$ cat config.mk
export PLATFORM = sky130hd
export DESIGN_NAME = irq_req_latch
export DESIGN_NICKNAME = d
export VERILOG_FILES = /design/src/rtl/irq_latch_pkg.sv /design/src/rtl/irq_trig_mode_reg.sv /design/src/rtl/irq_ack_decode.sv /design/src/rtl/irq_line_cell.sv /design/src/rtl/irq_req_latch.sv
export SDC_FILE = /design/constraint.sdc
export NUM_CORES = 1
export LEC_CHECK = 0
export BUFFER_PORTS_ARGS = -buffer_cell sky130_fd_sc_hd__clkbuf_2
export CAP_MARGIN = 20
export CORE_ASPECT_RATIO = 1.25
export CORE_MARGIN = 2
export CORE_UTILIZATION = 41
export DETAILED_ROUTE_END_ITERATION = 8
export PLACE_DENSITY = 0.81
export SLEW_MARGIN = 10
export SYNTH_ARGS = -nofsm -noshare
export SYNTH_HDL_FRONTEND = slang
export SYNTH_SLANG_ARGS = --single-unit
$ cat constraint.sdc
create_clock -name clk -period 0.8 [get_ports clk]
set_clock_uncertainty 0.15 [all_clocks]
set_input_delay 0.16 -clock clk [delete_from_list [all_inputs] [get_ports clk]]
set_output_delay 0.16 -clock clk [all_outputs]
set_load 0.005 [all_outputs]
$ cat src/rtl/irq_latch_pkg.sv
`timescale 1ns/1ps
// Package: shared trigger-mode encoding for the request latch.
package irq_latch_pkg;
    typedef enum logic {
        TRIG_EDGE  = 1'b0,
        TRIG_LEVEL = 1'b1
    } trig_mode_e;
endpackage

$ cat src/rtl/irq_trig_mode_reg.sv
`timescale 1ns/1ps
// Trigger-mode register. Holds one mode bit per line; writes are ANDed with
// a fixed per-instance mask so masked lines stay edge-triggered. Assumes the
// initialization strobe of the latch never reaches this register.
module irq_trig_mode_reg #(
    parameter int                   NUM_LINES    = 8,
    parameter logic [NUM_LINES-1:0] MODE_WR_MASK = 8'hF8
) (
    input  logic                 clk,
    input  logic                 rst_n,
    input  logic                 wr_en,
    input  logic [NUM_LINES-1:0] wr_data,
    output logic [NUM_LINES-1:0] mode_q
);

    // Store masked write data; clear only on reset.
    always_ff @(posedge clk) begin
        if (!rst_n)
            mode_q <= '0;
        else if (wr_en)
            mode_q <= wr_data & MODE_WR_MASK;
    end

    a_r8_masked_write: assert property (@(posedge clk) disable iff (!rst_n)
        wr_en |=> (mode_q == ($past(wr_data) & MODE_WR_MASK)));

    a_r8_forced_edge: assert property (@(posedge clk) disable iff (!rst_n)
        ((mode_q & ~MODE_WR_MASK) == '0));

    a_r9_hold: assert property (@(posedge clk) disable iff (!rst_n)
        !wr_en |=> $stable(mode_q));

endmodule

$ cat src/rtl/irq_ack_decode.sv
`timescale 1ns/1ps
// Acknowledge decoder: turns a strobe plus line index into one hit bit per
// line. Assumes an index past the last line simply hits nothing.
module irq_ack_decode #(
    parameter int NUM_LINES = 8,
    parameter int IDX_W     = 3
) (
    input  logic                 ack_valid,
    input  logic [IDX_W-1:0]     ack_idx,
    output logic [NUM_LINES-1:0] ack_hit
);

    for (genvar i = 0; i < NUM_LINES; i++) begin : g_hit
        // Assert the hit bit of the addressed line.
        always_comb ack_hit[i] = ack_valid && (ack_idx == IDX_W'(i));
    end

endmodule

$ cat src/rtl/irq_line_cell.sv
`timescale 1ns/1ps
// One request line: keeps the pending bit and the level seen last cycle.
// Level mode copies the wire; edge mode sets on a rising transition and
// clears on acknowledge unless a new rise arrives in the same cycle.
// Assumes raw_in is synchronous to clk.
module irq_line_cell
    import irq_latch_pkg::*;
(
    input  logic       clk,
    input  logic       rst_n,
    input  logic       init_clr,
    input  trig_mode_e trig,
    input  logic       raw_in,
    input  logic       ack_hit,
    output logic       pend_q
);

    logic seen_q;
    logic rise;

    // Rising transition relative to the remembered level.
    always_comb rise = raw_in & ~seen_q;

    // Update pending bit and remembered level once per cycle.
    always_ff @(posedge clk) begin
        if (!rst_n || init_clr) begin
            pend_q <= 1'b0;
            seen_q <= 1'b0;
        end else begin
            seen_q <= raw_in;
            if (trig == TRIG_LEVEL)
                pend_q <= raw_in;
            else
                pend_q <= rise | (pend_q & ~ack_hit);
        end
    end

    a_r2_level_follow: assert property (@(posedge clk) disable iff (!rst_n)
        (trig == TRIG_LEVEL && !init_clr) |=> (pend_q == $past(raw_in)));

    a_r3_rise_sets: assert property (@(posedge clk) disable iff (!rst_n)
        (trig == TRIG_EDGE && !init_clr && raw_in && !seen_q) |=> pend_q);

    a_r3_no_rise_no_set: assert property (@(posedge clk) disable iff (!rst_n)
        (trig == TRIG_EDGE && !init_clr && !pend_q && !(raw_in && !seen_q))
        |=> !pend_q);

    a_r4_pending_holds: assert property (@(posedge clk) disable iff (!rst_n)
        (trig == TRIG_EDGE && !init_clr && pend_q && !ack_hit) |=> pend_q);

    a_r5_ack_clears: assert property (@(posedge clk) disable iff (!rst_n)
        (trig == TRIG_EDGE && !init_clr && ack_hit && !(raw_in && !seen_q))
        |=> !pend_q);

    a_r6_level_ack_ignored: assert property (@(posedge clk) disable iff (!rst_n)
        (trig == TRIG_LEVEL && !init_clr && ack_hit && raw_in) |=> pend_q);

    a_r10_init_clears: assert property (@(posedge clk) disable iff (!rst_n)
        init_clr |=> (!pend_q && !seen_q));

endmodule

$ cat src/rtl/irq_req_latch.sv
`timescale 1ns/1ps
// Edge/level interrupt request latch. One cell per line, a shared masked
// trigger-mode register and an acknowledge decoder. Initialization clears
// request state only. Assumes irq_in is already synchronous to clk.
module irq_req_latch
    import irq_latch_pkg::*;
#(
    parameter int                   NUM_LINES    = 8,
    parameter logic [NUM_LINES-1:0] MODE_WR_MASK = 8'hF8,
    localparam int                  IDX_W        = (NUM_LINES > 1) ? $clog2(NUM_LINES) : 1
) (
    input  logic                 clk,
    input  logic                 rst_n,
    input  logic [NUM_LINES-1:0] irq_in,
    input  logic                 ack_valid,
    input  logic [IDX_W-1:0]     ack_idx,
    input  logic                 mode_wr,
    input  logic [NUM_LINES-1:0] mode_wdata,
    input  logic                 init_clr,
    output logic [NUM_LINES-1:0] req_q,
    output logic [NUM_LINES-1:0] mode_q
);

    logic [NUM_LINES-1:0] ack_hit;

    irq_trig_mode_reg #(
        .NUM_LINES   (NUM_LINES),
        .MODE_WR_MASK(MODE_WR_MASK)
    ) u_mode (
        .clk    (clk),
        .rst_n  (rst_n),
        .wr_en  (mode_wr),
        .wr_data(mode_wdata),
        .mode_q (mode_q)
    );

    irq_ack_decode #(
        .NUM_LINES(NUM_LINES),
        .IDX_W    (IDX_W)
    ) u_ack (
        .ack_valid(ack_valid),
        .ack_idx  (ack_idx),
        .ack_hit  (ack_hit)
    );

    for (genvar i = 0; i < NUM_LINES; i++) begin : g_line
        irq_line_cell u_cell (
            .clk     (clk),
            .rst_n   (rst_n),
            .init_clr(init_clr),
            .trig    (trig_mode_e'(mode_q[i])),
            .raw_in  (irq_in[i]),
            .ack_hit (ack_hit[i]),
            .pend_q  (req_q[i])
        );
    end

    a_r11_init_keeps_mode: assert property (@(posedge clk) disable iff (!rst_n)
        (init_clr && !mode_wr) |=> $stable(mode_q));

    a_r10_init_empties: assert property (@(posedge clk) disable iff (!rst_n)
        init_clr |=> (req_q == '0));

endmodule

### Word-level counts from Yosys, hierarchy flattened

Cells that the tools add are included.

* eq/ne operators: 7
* muxes and demuxes: 5
* bitwise operators: 40
* reductions and logical operators: 11

Operators with widths (number)
* $and A1 B1 Y1: 16
* $not A1 Y1: 16
* $eq A3 B3 Y1 const B: 4
* $logic_and A1 B1 Y1: 8
* $or A1 B1 Y1: 8
* $eq A3 B2 Y1 const B: 2
* $mux W1: 5
* $eq A3 B1 Y1 const B: 1
* $logic_not A3 Y1: 1
* $logic_not A1 Y1: 1
* $logic_or A1 B1 Y1: 1

* register bits after elaboration: 21
* input bits: 24
* logic and storage cells: 80

### Longest topological paths before layout

* word-level depth: 6
* mapped depth: 3
* depth with buffers taken out: 3

### Modules after synthesis

From an unflattened synthesis, not the netlist that was laid out.

* cell total of the unflattened synthesis: 84
* area, all modules: 945.9 um^2

Modules (own cells, without submodules)
* irq_line_cell: times used 8, cells each 7, area an instance 78.8 um^2, sequential area each 40.0 um^2
* irq_trig_mode_reg: times used 1, cells each 20, area an instance 219.0 um^2, sequential area each 100.1 um^2
* irq_ack_decode: times used 1, cells each 8, area an instance 96.3 um^2, sequential area each 0.0 um^2

### Least setup slack after synthesis

OpenSTA, ideal clock, no wires.

* path kind: input to register
* start: input port ack_idx[0]
* end: register g_line[0].u_cell.pend_q
* setup time: 0.128 ns
* data arrival time: 0.570 ns
* slack: -0.048 ns
* stages: 2
* cell sequence: o41ai_1 a21oi_1

* word-level cells in the longest chain between the ends: 5

RTL lines
* start, declared: RTL line irq_req_latch.sv:16 `input logic [IDX_W-1:0] ack_idx,`
* $logic_not A3 Y1: RTL line irq_ack_decode.sv:15 `always_comb ack_hit[i] = ack_valid && (ack_idx == IDX_W'(i));`
* $logic_and A1 B1 Y1: RTL line irq_ack_decode.sv:15
* $not A1 Y1: RTL line irq_line_cell.sv:34 `pend_q <= rise | (pend_q & ~ack_hit);`
* $and A1 B1 Y1: RTL line irq_line_cell.sv:34
* $or A1 B1 Y1: RTL line irq_line_cell.sv:34
* end signal, assigned: RTL line irq_line_cell.sv:32 `pend_q <= raw_in;`
* end signal, assigned: RTL line irq_line_cell.sv:34
* end, declared: RTL line irq_line_cell.sv:15 `output logic pend_q`

No other way between the ends.
A chain may end at the register's enable or synchronous reset.

### Worst setup path after layout

* start: register g_line[7].u_cell.pend_q
* end: output port req_q[7]

RTL lines
* start, declared: RTL line irq_line_cell.sv:15
* start signal, assigned: RTL line irq_line_cell.sv:32
* start signal, assigned: RTL line irq_line_cell.sv:34
* end, declared: RTL line irq_req_latch.sv:20 `output logic [NUM_LINES-1:0] req_q,`

No word-level cell between the ends.

==> results.ini <==
[run_status]
status=finished with violations
violations=hold timing, setup timing

[timing]
maxSlewViolCount=0
rsz0062_at_grt=true
final-hold-violation-count=17
fin_ws_ns=-0.352
setup_viol=24
fin_crit_ns=1.15
fmax_mhz=868
timing.hold.ws_ns=-0.0881
finalCritPeriodShare_pct=144

[detailed_routing]
routed_wirelength_mm=2.02
drtPass1Iterations=4
vias_per_cell=4.51
drc=0
drt_iter0_markers=14
wl_per_cell_um=12.2
vias=749
antenna_left=0

[yosys]
synth_most_common_cell=dfxtp_1
yosys_warnings=0
synth_commonest_cells=dfxtp_1, buf_4, inv_1
synth_area_leaders=dfxtp_1, buf_4, and2_1
ys_async_sr_fraction_pct=0
synth_top_area_share_pct=45.7
ys_seq_area_share_pct=45.7
synth_area_um2=920
ys_types=18
synth_edf_count=0
synth-main-ff-cell=dfxtp_1
yosys_register_bits=21
synth_top_cell_by_area=dfxtp_1
synth.avg_cell_area_um2=9.11
syn_inst=101

[clock_tree]
clk_pin_slew_ns=0.11
cts_tree=yes
root_buffer=clkbuf_4
cts.sinks=21
numCtsBuffers=3
htree_num_levels=1
clock_latency_ns=0.30
cts_buffer_depth=2

[floorplanning]
ioPinCount=40
die_h_um=57.0
fp.dieW_um=46.4
dieArea_um2=2640
core_um2=2160
initial_utilization_pct=42.5
rows=19

[grt]
antenna_found_initial=0
grt_pass1_wl_mm=3.22
first_global_vias=761
overflow=0
grt_max_degree=12
track_usage_pct=17.2

[power]
finalPower_mw=1.99
powerDensity_nw_per_um2=1580
total_leakage_power_nw=0.582
peakVddDrop_v=0.00122

[finish]
area_growth_pct=37.6
fill_cells=175
multi_input_area_um2=404
nets=160
final_cell_count_no_fill=166
antenna_cells=0
drive_gt1_share_pct=56.3
seq_area_um2=440

[critical_path]
crit_type=flip-flop to output port
worstSetupStartpointType=flip-flop
path_max_fanout=2
path_cells=buf_6, clkbuf_2
cp.arrival_ns=0.84
required_ns=0.49
cp_slowest_cell=dfxtp_2
max_stage_delay_ns=0.34
cp-end-kind=output port

[place]
io_buffers=33
gp_congestion=0.710
hpwl_mm=1.40
place_inst=152

[min_path]
min_path_type=input pin to flip-flop

[flow_run]
max_cap_viol_count=0

==> layer usage <==
layer / up-vias / share of wire [%] / track usage, %
met5: - / 0 / 0
met4: 0 / 4.7 / 13.1
met3: 11 / 4.7 / 2.85
met2: 22 / 52 / 29.0
met1: 337 / 39 / 18.0
li1: 379 / - / -
==> through the flow <==
stage | setup slack [ns] | setup TNS [ns] | utilization [%] | instance area, µm²
2_1_floorplan | -0.0191 | -0.0212 | - | 945
3_3_place_gp | -0.258 | -2.93 | 48.1 | 1040
3_5_place_dp | -0.289 | -3.33 | 48.1 | 1040
4_1_cts | -0.354 | -4.80 | 55.3 | 1200
5_1_grt | -0.371 | -5.62 | 58.5 | 1260
6_report | -0.352 | -4.89 | 58.5 | 1260
==> worst max-delay path: cells and delay by family, from the launching register on <==
family,cells,cell delay (ns)
buf+inv,2,0.20
flops,1,0.34
==> registers in the layout, summed over array words and instances (netlist names) <==
name	flops
g_line.u_cell.seen_q	8
g_line.u_cell.pend_q	8
u_mode.mode_q	5
==> final timing paths <==
path	start	end	slack, ns	cells past startpoint
max	g_line[7].u_cell.pend_q$_SDFF_PP0_	req_q[7]	-0.35	2
min reg2reg	g_line[0].u_cell.seen_q$_SDFF_PP0_	g_line[0].u_cell.pend_q$_SDFF_PP0_	0.34	2
min	irq_in[5]	g_line[5].u_cell.seen_q$_SDFF_PP0_	-0.09	2
max reg2reg	u_mode.mode_q[4]$_SDFFE_PN0P_	g_line[4].u_cell.pend_q$_SDFF_PP0_	-0.19	4
==> where the power goes <==
group	switching [mW]	total [mW]	internal [mW]
clock	0.315	0.510	0.195
combinational	0.163	0.353	0.190
sequential	0.0302	1.13	1.10
total	0.508	1.99	1.49
==> layout by cell type (no fill, tap or decap) <==
cell type	instances
nand2_4	1
mux2i_1	5
a21oi_1	7
inv_2	2
clkbuf_1	1
clkbuf_4	3
inv_4	2
buf_6	10
and2b_1	1
nand4bb_1	2
and2_1	8
o21ai_1	4
o311ai_2	1
inv_1	8
buf_4	5
dfxtp_1	7
dfxtp_2	13
conb_1	3
nor2_1	2
o311ai_1	1
nand2_1	1
nor2b_1	7
nor2b_2	1
nand2b_1	2
a21oi_2	1
o41ai_2	1
clkbuf_2	31
o311ai_4	2
dfxtp_4	1
o21ai_2	2
==> layout make-up <==
| cell class | count | share of cell area [%] |
|---|---|---|
| Clock buffer | 4 | 2.08 |
| Inverter | 12 | 3.96 |
| Multi-Input combinational cell | 52 | 31.9 |
| Sequential cell | 21 | 34.8 |
| Tap cell | 31 | 3.07 |
| Timing Repair Buffer | 46 | 24.1 |
==> logic make-up after synthesis <==
logic type / share of synthesized area [%]
buffers and inverters: 18.9
AND/OR/NAND/NOR: 17.1
flip-flops: 45.7
AO/OA/AOI/OAI: 12.4
multiplexers: 5.44
other: 0.408
==> what timing repair did <==
item / 4_1_cts / 5_1_grt
gates resized for setup: 33 / 13
endpoints found under the setup margin: 20 / 26
hold endpoints to repair: 18 / 16
pin swaps: 5 / 5
buffers inserted: 7 / 3
Note: power is estimated with default switching activity, not from simulation.
